===== src/rtl/seg_addr_pkg.sv =====
package seg_addr_pkg;

    typedef enum logic {
        MODE_PARA = 1'b0,
        MODE_BASE = 1'b1
    } seg_mode_e;

    localparam int SEG_W_DEF   = 16;
    localparam int SHIFT_DEF   = 4;
    localparam int ADDR_W_DEF  = 32;
    localparam int LIMIT_W_DEF = 20;
    localparam int OFS_W_DEF   = 32;

endpackage


===== src/rtl/seg_para_unit.sv =====
module seg_para_unit #(
    parameter int SEG_W  = 16,
    parameter int SHIFT  = 4,
    parameter int OFS_W  = 32,
    parameter int ADDR_W = 32
) (
    input  logic [SEG_W-1:0]  para_i,
    input  logic [OFS_W-1:0]  offset_i,
    output logic [ADDR_W-1:0] addr_o
);
    localparam int REAL_W = SEG_W + SHIFT;

    logic [REAL_W-1:0] para_shifted;
    logic [REAL_W-1:0] ofs_ext;
    logic [REAL_W-1:0] sum;

    always_comb begin
        para_shifted = {para_i, {SHIFT{1'b0}}};
        ofs_ext      = REAL_W'(offset_i[SEG_W-1:0]);
        sum          = para_shifted + ofs_ext;
        addr_o       = ADDR_W'(sum);
    end

endmodule


===== src/rtl/seg_base_unit.sv =====
module seg_base_unit #(
    parameter int ADDR_W  = 32,
    parameter int LIMIT_W = 20,
    parameter int OFS_W   = 32
) (
    input  logic [ADDR_W-1:0]  base_i,
    input  logic [LIMIT_W-1:0] limit_i,
    input  logic [OFS_W-1:0]   offset_i,
    output logic [ADDR_W-1:0]  addr_o,
    output logic               over_o
);
    logic [OFS_W-1:0] limit_ext;

    always_comb begin
        limit_ext = OFS_W'(limit_i);
        addr_o    = base_i + ADDR_W'(offset_i);
        over_o    = offset_i > limit_ext;
    end

endmodule


===== src/rtl/seg_linear_addr.sv =====
module seg_linear_addr
    import seg_addr_pkg::*;
#(
    parameter int SEG_W   = SEG_W_DEF,
    parameter int SHIFT   = SHIFT_DEF,
    parameter int ADDR_W  = ADDR_W_DEF,
    parameter int LIMIT_W = LIMIT_W_DEF,
    parameter int OFS_W   = OFS_W_DEF
) (
    input  logic               clk,
    input  logic               rst_n,
    input  logic               req_i,
    input  logic               prot_mode_i,
    input  logic [SEG_W-1:0]   seg_para_i,
    input  logic [ADDR_W-1:0]  seg_base_i,
    input  logic [LIMIT_W-1:0] seg_limit_i,
    input  logic [OFS_W-1:0]   offset_i,
    output logic [ADDR_W-1:0]  lin_addr_o,
    output logic               valid_o,
    output logic               limit_fault_o
);
    localparam int REAL_W = SEG_W + SHIFT;

    typedef struct packed {
        logic [ADDR_W-1:0] addr;
        logic              valid;
        logic              fault;
    } gen_state_t;

    gen_state_t state_d, state_q;

    logic [ADDR_W-1:0] para_addr;
    logic [ADDR_W-1:0] base_addr;
    logic              base_over;
    seg_mode_e         mode;

    seg_para_unit #(
        .SEG_W (SEG_W),
        .SHIFT (SHIFT),
        .OFS_W (OFS_W),
        .ADDR_W(ADDR_W)
    ) u_para (
        .para_i  (seg_para_i),
        .offset_i(offset_i),
        .addr_o  (para_addr)
    );

    seg_base_unit #(
        .ADDR_W (ADDR_W),
        .LIMIT_W(LIMIT_W),
        .OFS_W  (OFS_W)
    ) u_base (
        .base_i  (seg_base_i),
        .limit_i (seg_limit_i),
        .offset_i(offset_i),
        .addr_o  (base_addr),
        .over_o  (base_over)
    );

    always_comb begin
        mode          = seg_mode_e'(prot_mode_i);
        state_d       = state_q;
        state_d.valid = 1'b0;
        state_d.fault = 1'b0;
        if (req_i) begin
            if (mode == MODE_PARA) begin
                state_d.addr  = para_addr;
                state_d.valid = 1'b1;
            end else if (base_over) begin
                state_d.fault = 1'b1;
            end else begin
                state_d.addr  = base_addr;
                state_d.valid = 1'b1;
            end
        end
    end

    always_ff @(posedge clk) begin
        if (!rst_n) begin
            state_q <= '0;
        end else begin
            state_q <= state_d;
        end
    end

    assign lin_addr_o    = state_q.addr;
    assign valid_o       = state_q.valid;
    assign limit_fault_o = state_q.fault;

    // the two result pulses never coincide
    a_r7_exclusive: assert property (@(posedge clk) disable iff (!rst_n)
        !(valid_o && limit_fault_o));

    // every pulse is caused by a request one cycle earlier
    a_r7_pulse_from_req: assert property (@(posedge clk) disable iff (!rst_n)
        (valid_o || limit_fault_o) |-> $past(req_i));

    // paragraph-mode requests never fault
    a_r8_para_no_fault: assert property (@(posedge clk) disable iff (!rst_n)
        $past(req_i && !prot_mode_i) |-> !limit_fault_o);

    // a fault needs an over-limit segment-base request
    a_r6_fault_cause: assert property (@(posedge clk) disable iff (!rst_n)
        limit_fault_o |-> $past(prot_mode_i && (offset_i > OFS_W'(seg_limit_i))));

    // the address register holds across a fault
    a_r6_fault_hold: assert property (@(posedge clk) disable iff (!rst_n)
        limit_fault_o |-> $stable(lin_addr_o));

    // paragraph results stay below 2^REAL_W
    a_r2_para_upper_zero: assert property (@(posedge clk) disable iff (!rst_n)
        (valid_o && $past(!prot_mode_i)) |-> (lin_addr_o[ADDR_W-1:REAL_W] == '0));

endmodule


===== config.mk =====
export PLATFORM = sky130hd
export DESIGN_NAME = seg_linear_addr
export DESIGN_NICKNAME = d
export VERILOG_FILES = /design/src/rtl/seg_addr_pkg.sv /design/src/rtl/seg_para_unit.sv /design/src/rtl/seg_base_unit.sv /design/src/rtl/seg_linear_addr.sv
export SDC_FILE = /design/constraint.sdc
export NUM_CORES = 1
export LEC_CHECK = 0
export ABC_AREA = 0
export BUFFER_PORTS_ARGS = -buffer_cell sky130_fd_sc_hd__buf_2
export CORE_MARGIN = 10
export CORE_UTILIZATION = 54
export DETAILED_ROUTE_END_ITERATION = 16
export PLACE_DENSITY = 0.83
export SETUP_SLACK_MARGIN = 0.1
export SLEW_MARGIN = 20
export SYNTH_ARGS = -nofsm -noshare
export SYNTH_HDL_FRONTEND = slang
export SYNTH_HIERARCHICAL = 1
export SYNTH_SLANG_ARGS = --single-unit

===== constraint.sdc =====
create_clock -name clk -period 2.3 [get_ports clk]
set_input_delay 0.115 -clock clk [delete_from_list [all_inputs] [get_ports clk]]
set_output_delay 0.115 -clock clk [all_outputs]
set_load 0.01 [all_outputs]

# --- Word-level counts from Yosys, hierarchy flattened ---
# Index checks and enable logic that the tools add are counted.
word_totals:
  ff_bits: 34
  latchBits: 0
  ramBits: 0
  mem_bits_ro: 0
  inputBits: 104
  out_inout_bits: 34
  word_cells: 13
  memories: 0
op_classes:
  n_addsub: 2
  multipliers: 0
  div: 0
  order_cmp: 1
  eq_ne: 1
  shift: 0
  mux: 3
  bitwise: 0
  n_reduce_logical: 3
ops:
  columns: ["op", "n"]
  rows:
  - ["33-bit two-way mux", 2]
  - ["32-bit adder", 1]
  - ["32-bit by 20-bit greater-than comparator with 1-bit output", 1]
  - ["20-bit by 16-bit adder with 20-bit output", 1]
  - ["2-bit AND reduction", 2]
  - ["3-bit AND reduction", 1]
  - ["2-bit != test, second input constant", 1]
  - ["1-bit two-way mux", 1]

# --- Depth between registers and ports, before layout ---
# Gate-level depths: netlist of the first run.
logic_depth:
  depth_word: 3
  ltp_mapped: 13
  ltp_nobuf: 12

# --- Cells and area by module ---
# The synthesis of the first run kept the hierarchy.
by_module_without_submodules:
  columns: ["module", "instances", "cells_each", "area_per_inst_um2"]
  rows:
  - ["seg_base_unit", 1, 335, 2351.0]
  - ["seg_linear_addr", 1, 151, 1328.8]
  - ["seg_para_unit", 1, 121, 914.6]

# --- Worst setup path before layout of the first run ---
# No wires, ideal clock.
synth_timing:
  path_type: "in2reg"
  start: "input port offset_i[0]"
  end: "register state_q (netlist bit lin_addr_o[26])"
  setup_time_ns: 0.119
  t_arrival_ns: 2.047
  required_time_ns: 2.181
  slack_ns: 0.134
  cell_stages: 11
  path_buffers: 0
  path_cell_list: "ha_1 fa_1 a21oi_1 o22ai_1 o211ai_1 nand3_1 nor3_2 o31ai_1 xor2_1 o221ai_1 nor2_1"
synth_via:
  elab_chain_len: 3
synth_rtl:
  columns: ["element", "line_no", "text"]
  rows:
  - ["from (decl)", "seg_linear_addr.sv:17", "input logic [OFS_W-1:0] offset_i,"]
  - ["32-bit adder", "seg_base_unit.sv:16", "addr_o = base_i + ADDR_W'(offset_i);"]
  - ["via base_addr[26]", "seg_linear_addr.sv:33", "logic [ADDR_W-1:0] base_addr;"]
  - ["33-bit two-way mux", "seg_linear_addr.sv:69", "end else if (base_over) begin"]
  - ["33-bit two-way mux", "seg_linear_addr.sv:66", "if (mode == MODE_PARA) begin"]
  - ["to (signal assigned)", "seg_linear_addr.sv:82", "state_q <= state_d;"]
  - ["to (decl)", "seg_linear_addr.sv:30", "gen_state_t state_d, state_q;"]
# The timed path passes the listed nets, and every way through them passes these cells. The select of a mux whose other input is x is not followed.
# A chain may end at the register's enable or synchronous reset.

# --- Worst setup path in the final report of the first run ---
layout_timing:
  start: "input port offset_i[5]"
  end: "register state_q (netlist bit lin_addr_o[14])"
layout_via:
  elab_chain_len: 3
layout_rtl:
  columns: ["element", "line_no", "text"]
  rows:
  - ["32-bit by 20-bit greater-than comparator with 1-bit output", "seg_base_unit.sv:17", "over_o = offset_i > limit_ext;"]
  - ["via base_over", "seg_linear_addr.sv:34", "logic base_over;"]
  - ["2-bit != test (no line)", null, null]
  - ["2-bit AND reduction (no line)", null, null]
# The timed path passes the listed nets, and every way through them passes these cells. The select of a mux whose other input is x is not followed.

==> impl_metrics.ini, run 1 <==
[setup_path]
start_kind = primary input
required_ns = 2.52
r2r_cells = 2
cp.arrival_ns = 2.41
r2r_start = lin_addr_o[29]$_SDFFE_PN0P_
endpoint_kind = register
worstPathMaxFanout = 7
r2r-end = lin_addr_o[29]$_SDFFE_PN0P_
path_class = in2reg
rrSetupSlack_ns = 1.60

[logic_synthesis]
synth_warnings = 6
synthFlopType = dfxtp_1
synth-seq-cells = 34
seq_area_frac_synth = 0.1481
synth_edf_count = 0
synth_top_cells_by_area = ha_1 17%, dfxtp_1 15%, nor2_1 7.4%
yosysUniqueCellTypes = 63
synth_area_sq_um = 4594
yosysMostFrequentCell = nor2_1
netlist.top_cell.by_area = ha_1
ys_async_sr_fraction = 0
netlist.area_leader.share = 0.1716
synthCells = 607
avgSynthCellArea_sq_um = 7.569
synth_commonest_cells = 91 x nor2_1, 63 x ha_1, 47 x a21oi_1

[floorplan]
die_w_um = 112.2
rows = 33
initial_core_util = 0.5564
die_area_sq_um = 12600
die_h_um = 112.2
core_sq_um = 8258
io_pins = 138

[clock_tree]
clock-sinks = 34
tritoncts = built
clk_pin_slew_ns = 0.08
cts_buffers = 5
clkLatencyLatePin_ns = 0.29
clock_path_buffers = 2
htreeDepth = 2
cts_root_buf = clkbuf_8

[cells_and_area]
drive_above_1_share = 0.3537
stdcell_count = 922
nets = 985
diodes = 0
multiInputGateArea_sq_um = 3764
fillers = 648
seq_area_sq_um = 680.7
syn_to_final_growth_pct = 37.23

[place]
place_inst = 904
io_buffer_count = 137
hpwlAfterDp_mm = 13.21
routabilityCongestion = 0.9369

[global_route]
gr-total-overflow = 0
grt_start_max_net_pins = 34
antenna_found_initial = 0
grt_pass1_wl_mm = 25.51
grt_use_total = 0.2368
grt_pass1_vias = 5507

[timing]
skew_ns = 0
slew_headroom = 0.5561
setup_viol = 0
finalCriticalPeriod_ns = 2.185
slew_viol_final = 0
tightest_slew_ns = 0.6658
fin_crit_sh = 0.9500
timing.fmax_mhz = 457.7
finalHoldViolCount = 0
rsz0062_at_grt = true
finalSetupTns_ns = 0

[worst_hold_path]
hold_depth = 2
min_path_type = in2reg
hold_path_end = lin_addr_o[29]$_SDFFE_PN0P_
hold_path.startpoint = req_i

[detailed_routing]
first_pass_iters = 6
drtAntennaViolNets = 0
drcViolationCount = 0
vias = 5516
drtIter0Drc = 437
wl_per_cell_um = 18.26
drt-total-wl_mm = 16.83
viasPerCell = 5.983

[run]
cap_violations = 0

[power_and_ir_drop]
vdd_drop_max_v = 0.0003320
p_per_area_nw_per_um2 = 445.8
p_leak_uw = 0.003084

[outcome]
status = complete, no violations
[state kept, by name, indices dropped and copies added (netlist names)]
name,cells
valid_o,1
limit_fault_o,1
lin_addr_o,32
[cell usage in the layout, fill, tap and decap left out, types with 3 or more instances in the layout]
cell	synthesis	layout
buf_2	11	135
buf_4	18	91
nor2_1	91	90
ha_1	63	58
nand2_1	37	37
a21oi_1	47	35
o221ai_1	34	34
dfxtp_1	34	34
inv_1	29	29
xnor2_1	22	22
a21o_1	19	19
nand3_1	19	18
xor2_1	16	16
a21oi_2	3	13
o21ai_1	17	13
nand4_1	13	13
conb_1	1	12
nand2b_1	9	9
o21ai_0	9	9
nor3_1	11	9
o211ai_1	9	9
and2_1	6	6
nor2b_1	6	6
o21ai_2	2	6
a211oi_1	6	6
clkbuf_8	0	5
or3_1	5	5
o21bai_1	5	5
nor4_1	4	4
buf_6	5	3
o311ai_1	3	3
and3_1	3	3
a21oi_4	1	3
a31oi_1	4	3
ha_2	0	3
[through the flow]
step	power (uW)	setup slack, ns	util	instance area (sq um)	hold slack, ns
final	2810	0.1151	0.7635	6305	0.09408
after CTS	2712	0.09094	0.7262	5997	0.08785
after global routing	2971	0.08785	0.7635	6305	0.1030
after detailed placement	2005	-0.4072	0.7070	5838	0.3933
after floorplan	1495	0.1345	-	4636	0.2091
after global placement	1968	-0.3418	0.7070	5838	0.3867
[repair_timing]
| action | CTS | global route |
|---|---|---|
| pin swaps | 1 | 21 |
| hold buffers | 0 | 0 |
| buffers inserted | 0 | 7 |
| cloned | 0 | 3 |
| endpoints found under the setup margin | 6 | 32 |
| resized for setup | 4 | 39 |
[how the worst max path moves through the flow]
stage                            start                     endpoint  slack, ns  cells past startpoint
after floorplan            offset_i[0]  lin_addr_o[26]$_SDFFE_PN0P_       0.13                     11
after global placement     offset_i[0]  lin_addr_o[26]$_SDFFE_PN0P_      -0.34                     12
after detailed placement   offset_i[0]  lin_addr_o[26]$_SDFFE_PN0P_      -0.41                     12
after CTS                 offset_i[17]  lin_addr_o[26]$_SDFFE_PN0P_       0.09                     13
after global routing       offset_i[9]  lin_addr_o[28]$_SDFFE_PN0P_       0.09                     11
final                      offset_i[5]  lin_addr_o[14]$_SDFFE_PN0P_       0.12                     14
[metal layers]
metal | share of wire | wire (um) | track usage | up-vias
met1 | 0.41 | 6841 | 0.2725 | 2573
met2 | 0.48 | 8143 | 0.4106 | 265
li1 | - | - | - | 2631
met4 | 0.031 | 515 | 0.09306 | 0
met3 | 0.079 | 1334 | 0.05911 | 47
met5 | 0 | 0 | 0 | -
[report_power, final]
group | leakage (uW) | switching [uW] | internal [uW] | total, uW
logic | 0.00274 | 779 | 687 | 1470
registers | 0.000281 | 21.9 | 630 | 652
clock network | 0.0000683 | 257 | 435 | 692
[cells by family after synthesis]
| kind of cell | Yosys count | synth area share |
|---|---|---|
| and+or+nand+nor | 212 | 0.2135 |
| xor gates and xnor gates | 38 | 0.07244 |
| other | 1 | 0.0008162 |
| buffers and inverters | 71 | 0.08388 |
| DFF | 34 | 0.1481 |
| adders and majority gates | 65 | 0.1803 |
| muxes | 1 | 0.002179 |
| AOI/OAI and AO/OA | 185 | 0.2988 |
[worst max-delay path: stages]
cell	delay, ns
buf_2	0.13
ha_1	0.33
a21o_1	0.17
a21o_1	0.17
a21oi_1	0.22
o21ai_1	0.18
a21oi_2	0.18
o2111ai_2	0.12
buf_4	0.20
a21boi_4	0.15
buf_12	0.15
buf_12	0.14
nor2_1	0.05
nor2_1	0.11
[area by class of cell]
| type | instances | share of cell area |
|---|---|---|
| Multi-Input combinational cell | 513 | 0.5969 |
| Sequential cell | 34 | 0.1080 |
| Clock buffer | 5 | 0.01091 |
| Clock inverter | 3 | 0.01091 |
| Timing Repair Buffer | 233 | 0.2352 |
| Inverter | 29 | 0.01727 |
| Tap cell | 105 | 0.02084 |
Power figures use the tool's default switching activity.
==> inputs of run 2 (changes only) <==
GPL_TIMING_DRIVEN = 0   (was not set)
==> run 2 against run 1 <==
Against the previous run:
- sequential power about the same
- cell area decreased by 0.85%
- largest cell class unchanged
- utilization decreased by 0.65 points
- sequential share of layout area increased by 0.093 points
- register-to-register slack improved by 0.02 ns
- critical path depth decreased by 1
- fmax decreased by 3.1%
- wire length decreased by 2.9%
- clock power decreased by 17%
- die area unchanged
- worst setup slack got worse by 0.070 ns
- via count decreased by 3.2%
==> impl_metrics.ini, run 2 (synthesis results as in run 1) <==
[clock_tree]
clock-sinks = 34
htreeDepth = 2
cts_root_buf = clkbuf_8
clock_path_buffers = 2
postCtsHoldBufs = 0
clk_pin_slew_ns = 0.10
tritoncts = built
cts_buffers = 5
clkLatencyLatePin_ns = 0.31

[setup_path]
endpoint_kind = register
start_kind = primary input
cp_top_family = compound AO/OA/AOI/OAI gates
worstPathMaxFanout = 10
crit_slowest_cell = ha_1
cp.arrival_ns = 2.44
required_ns = 2.48
path_buf_inv = 3
max_stage_delay_ns = 0.34
cp_cell_sequence = buf_2, ha_1, a21o_1, a21o_1, a21oi_2, o21ai_2, a21oi_2, o2111ai_4, nand3b_1, buf_6, buf_12, o221ai_2, nor2_1
path_class = in2reg

[cells_and_area]
layout_commonest_cell = buf_2
syn_to_final_growth_pct = 36.06
drive_above_1_share = 0.3514
nets = 945
fin_area_sq_um = 6251
layout.cells.most_common_list = 140 x buf_2, 90 x nor2_1, 55 x ha_1, 37 x nand2_1, 37 x a21oi_1
largest_reg_flops = 32
diodes = 0

[timing]
fin_hold_ws_ns = 0.04086
setup_viol = 0
slew_viol_final = 0
fin_crit_sh = 0.9806
timing.fmax_mhz = 443.4
slew_headroom = 0.4788
finalHoldViolCount = 0
rsz0062_at_grt = true
finalCriticalPeriod_ns = 2.255
finalSetupTns_ns = 0
skew_ns = 0
tightest_slew_ns = 0.7819
setup_slack_ns = 0.04457

[power_and_ir_drop]
p_leak_uw = 0.002888
power.internal_uw = 1537
p_clk_frac = 0.215
vdd_drop_max_v = 0.0002271
sequentialPowerShare = 0.246
p_sw_frac = 0.4206
combPwrFrac = 0.539
p_sw_uw = 1116
p_per_area_nw_per_um2 = 424.5

[detailed_routing]
viasPerCell = 6.056
drcViolationCount = 0
drtIter0Drc = 465
wl_per_cell_um = 18.52
first_pass_iters = 7
vias = 5341
drtAntennaViolNets = 0
drt-total-wl_mm = 16.34

[outcome]
status = complete, no violations

[place]
hpwlAfterDp_mm = 12.40
routabilityCongestion = 0.9505
place_ws_ns = -0.7105
place_area_sq_um = 5448
io_buffer_count = 136

[global_route]
antenna_found_initial = 0
grt_pass1_wl_mm = 24.26
grt_pass1_vias = 4960
grt_use_total = 0.2253
gr-total-overflow = 0
grt_start_max_net_pins = 11

[run]
cap_violations = 0

[worst_hold_path]
min_path_type = in2reg

[floorplan]
io_pins = 138
rows = 33
die_h_um = 112.2
core_sq_um = 8258
die_area_sq_um = 12600
die_w_um = 112.2
initial_core_util = 0.5564
[run 2: metrics by stage]
step	util	total power (uW)	instances
floorplan	-	1495	618
global placement	0.6597	1823	859
detailed placement	0.6597	1854	859
CTS	0.7024	2498	871
global route	0.7570	2803	882
finish	0.7570	2653	882
[run 2: power groups by stage]
stage,Sequential (uW),Clock (uW),Combinational (uW)
2_1_floorplan,683,0,813
3_3_place_gp,661,0,1160
3_5_place_dp,663,0,1190
4_1_cts,651,583,1260
5_1_grt,656,599,1550
6_report,652,572,1430
[run 2: area by class of cell]
type / count / area (sq um)
Multi-Input combinational cell: 513 / 4050
Fill cell: 628 / 2007
Timing Repair Buffer: 152 / 848.3
Sequential cell: 34 / 680.7
Buffer: 41 / 319.1
Tap cell: 105 / 131.4
Inverter: 29 / 111.4
Clock buffer: 8 / 110.1
[run 2: worst register-to-register path, cell delays in order (launching register included)]
cell and delay [ns]:
dfxtp_1 0.32, and2_1 0.13, a2bb2oi_1 0.12
[run 2: path summary, 6_finish.rpt]
check / from / end / slack [ns] / cells after the start
setup / recovery: offset_i[5] / lin_addr_o[10]$_SDFFE_PN0P_ / 0.04 / 13
hold / removal: req_i / lin_addr_o[29]$_SDFFE_PN0P_ / 0.04 / 2
setup reg to reg: lin_addr_o[29]$_SDFFE_PN0P_ / lin_addr_o[29]$_SDFFE_PN0P_ / 1.62 / 2
hold reg to reg: lin_addr_o[7]$_SDFFE_PN0P_ / lin_addr_o[7]$_SDFFE_PN0P_ / 0.47 / 2
[run 2: routing by layer]
layer,up-vias,wire [um],track usage
li1,2570,-,-
met1,2461,6785,0.2842
met2,265,7930,0.3843
met3,45,1167,0.05059
met4,0,456,0.04399
met5,-,0,0
[run 2: repair_timing]
item                                   4_1_cts  5_1_grt
resized for setup                           41       61
setup endpoints to repair                   32       32
cloned                                       1        1
endpoints found under the hold margin        0        0
pin swaps                                   11       39
setup buffers                                3       11
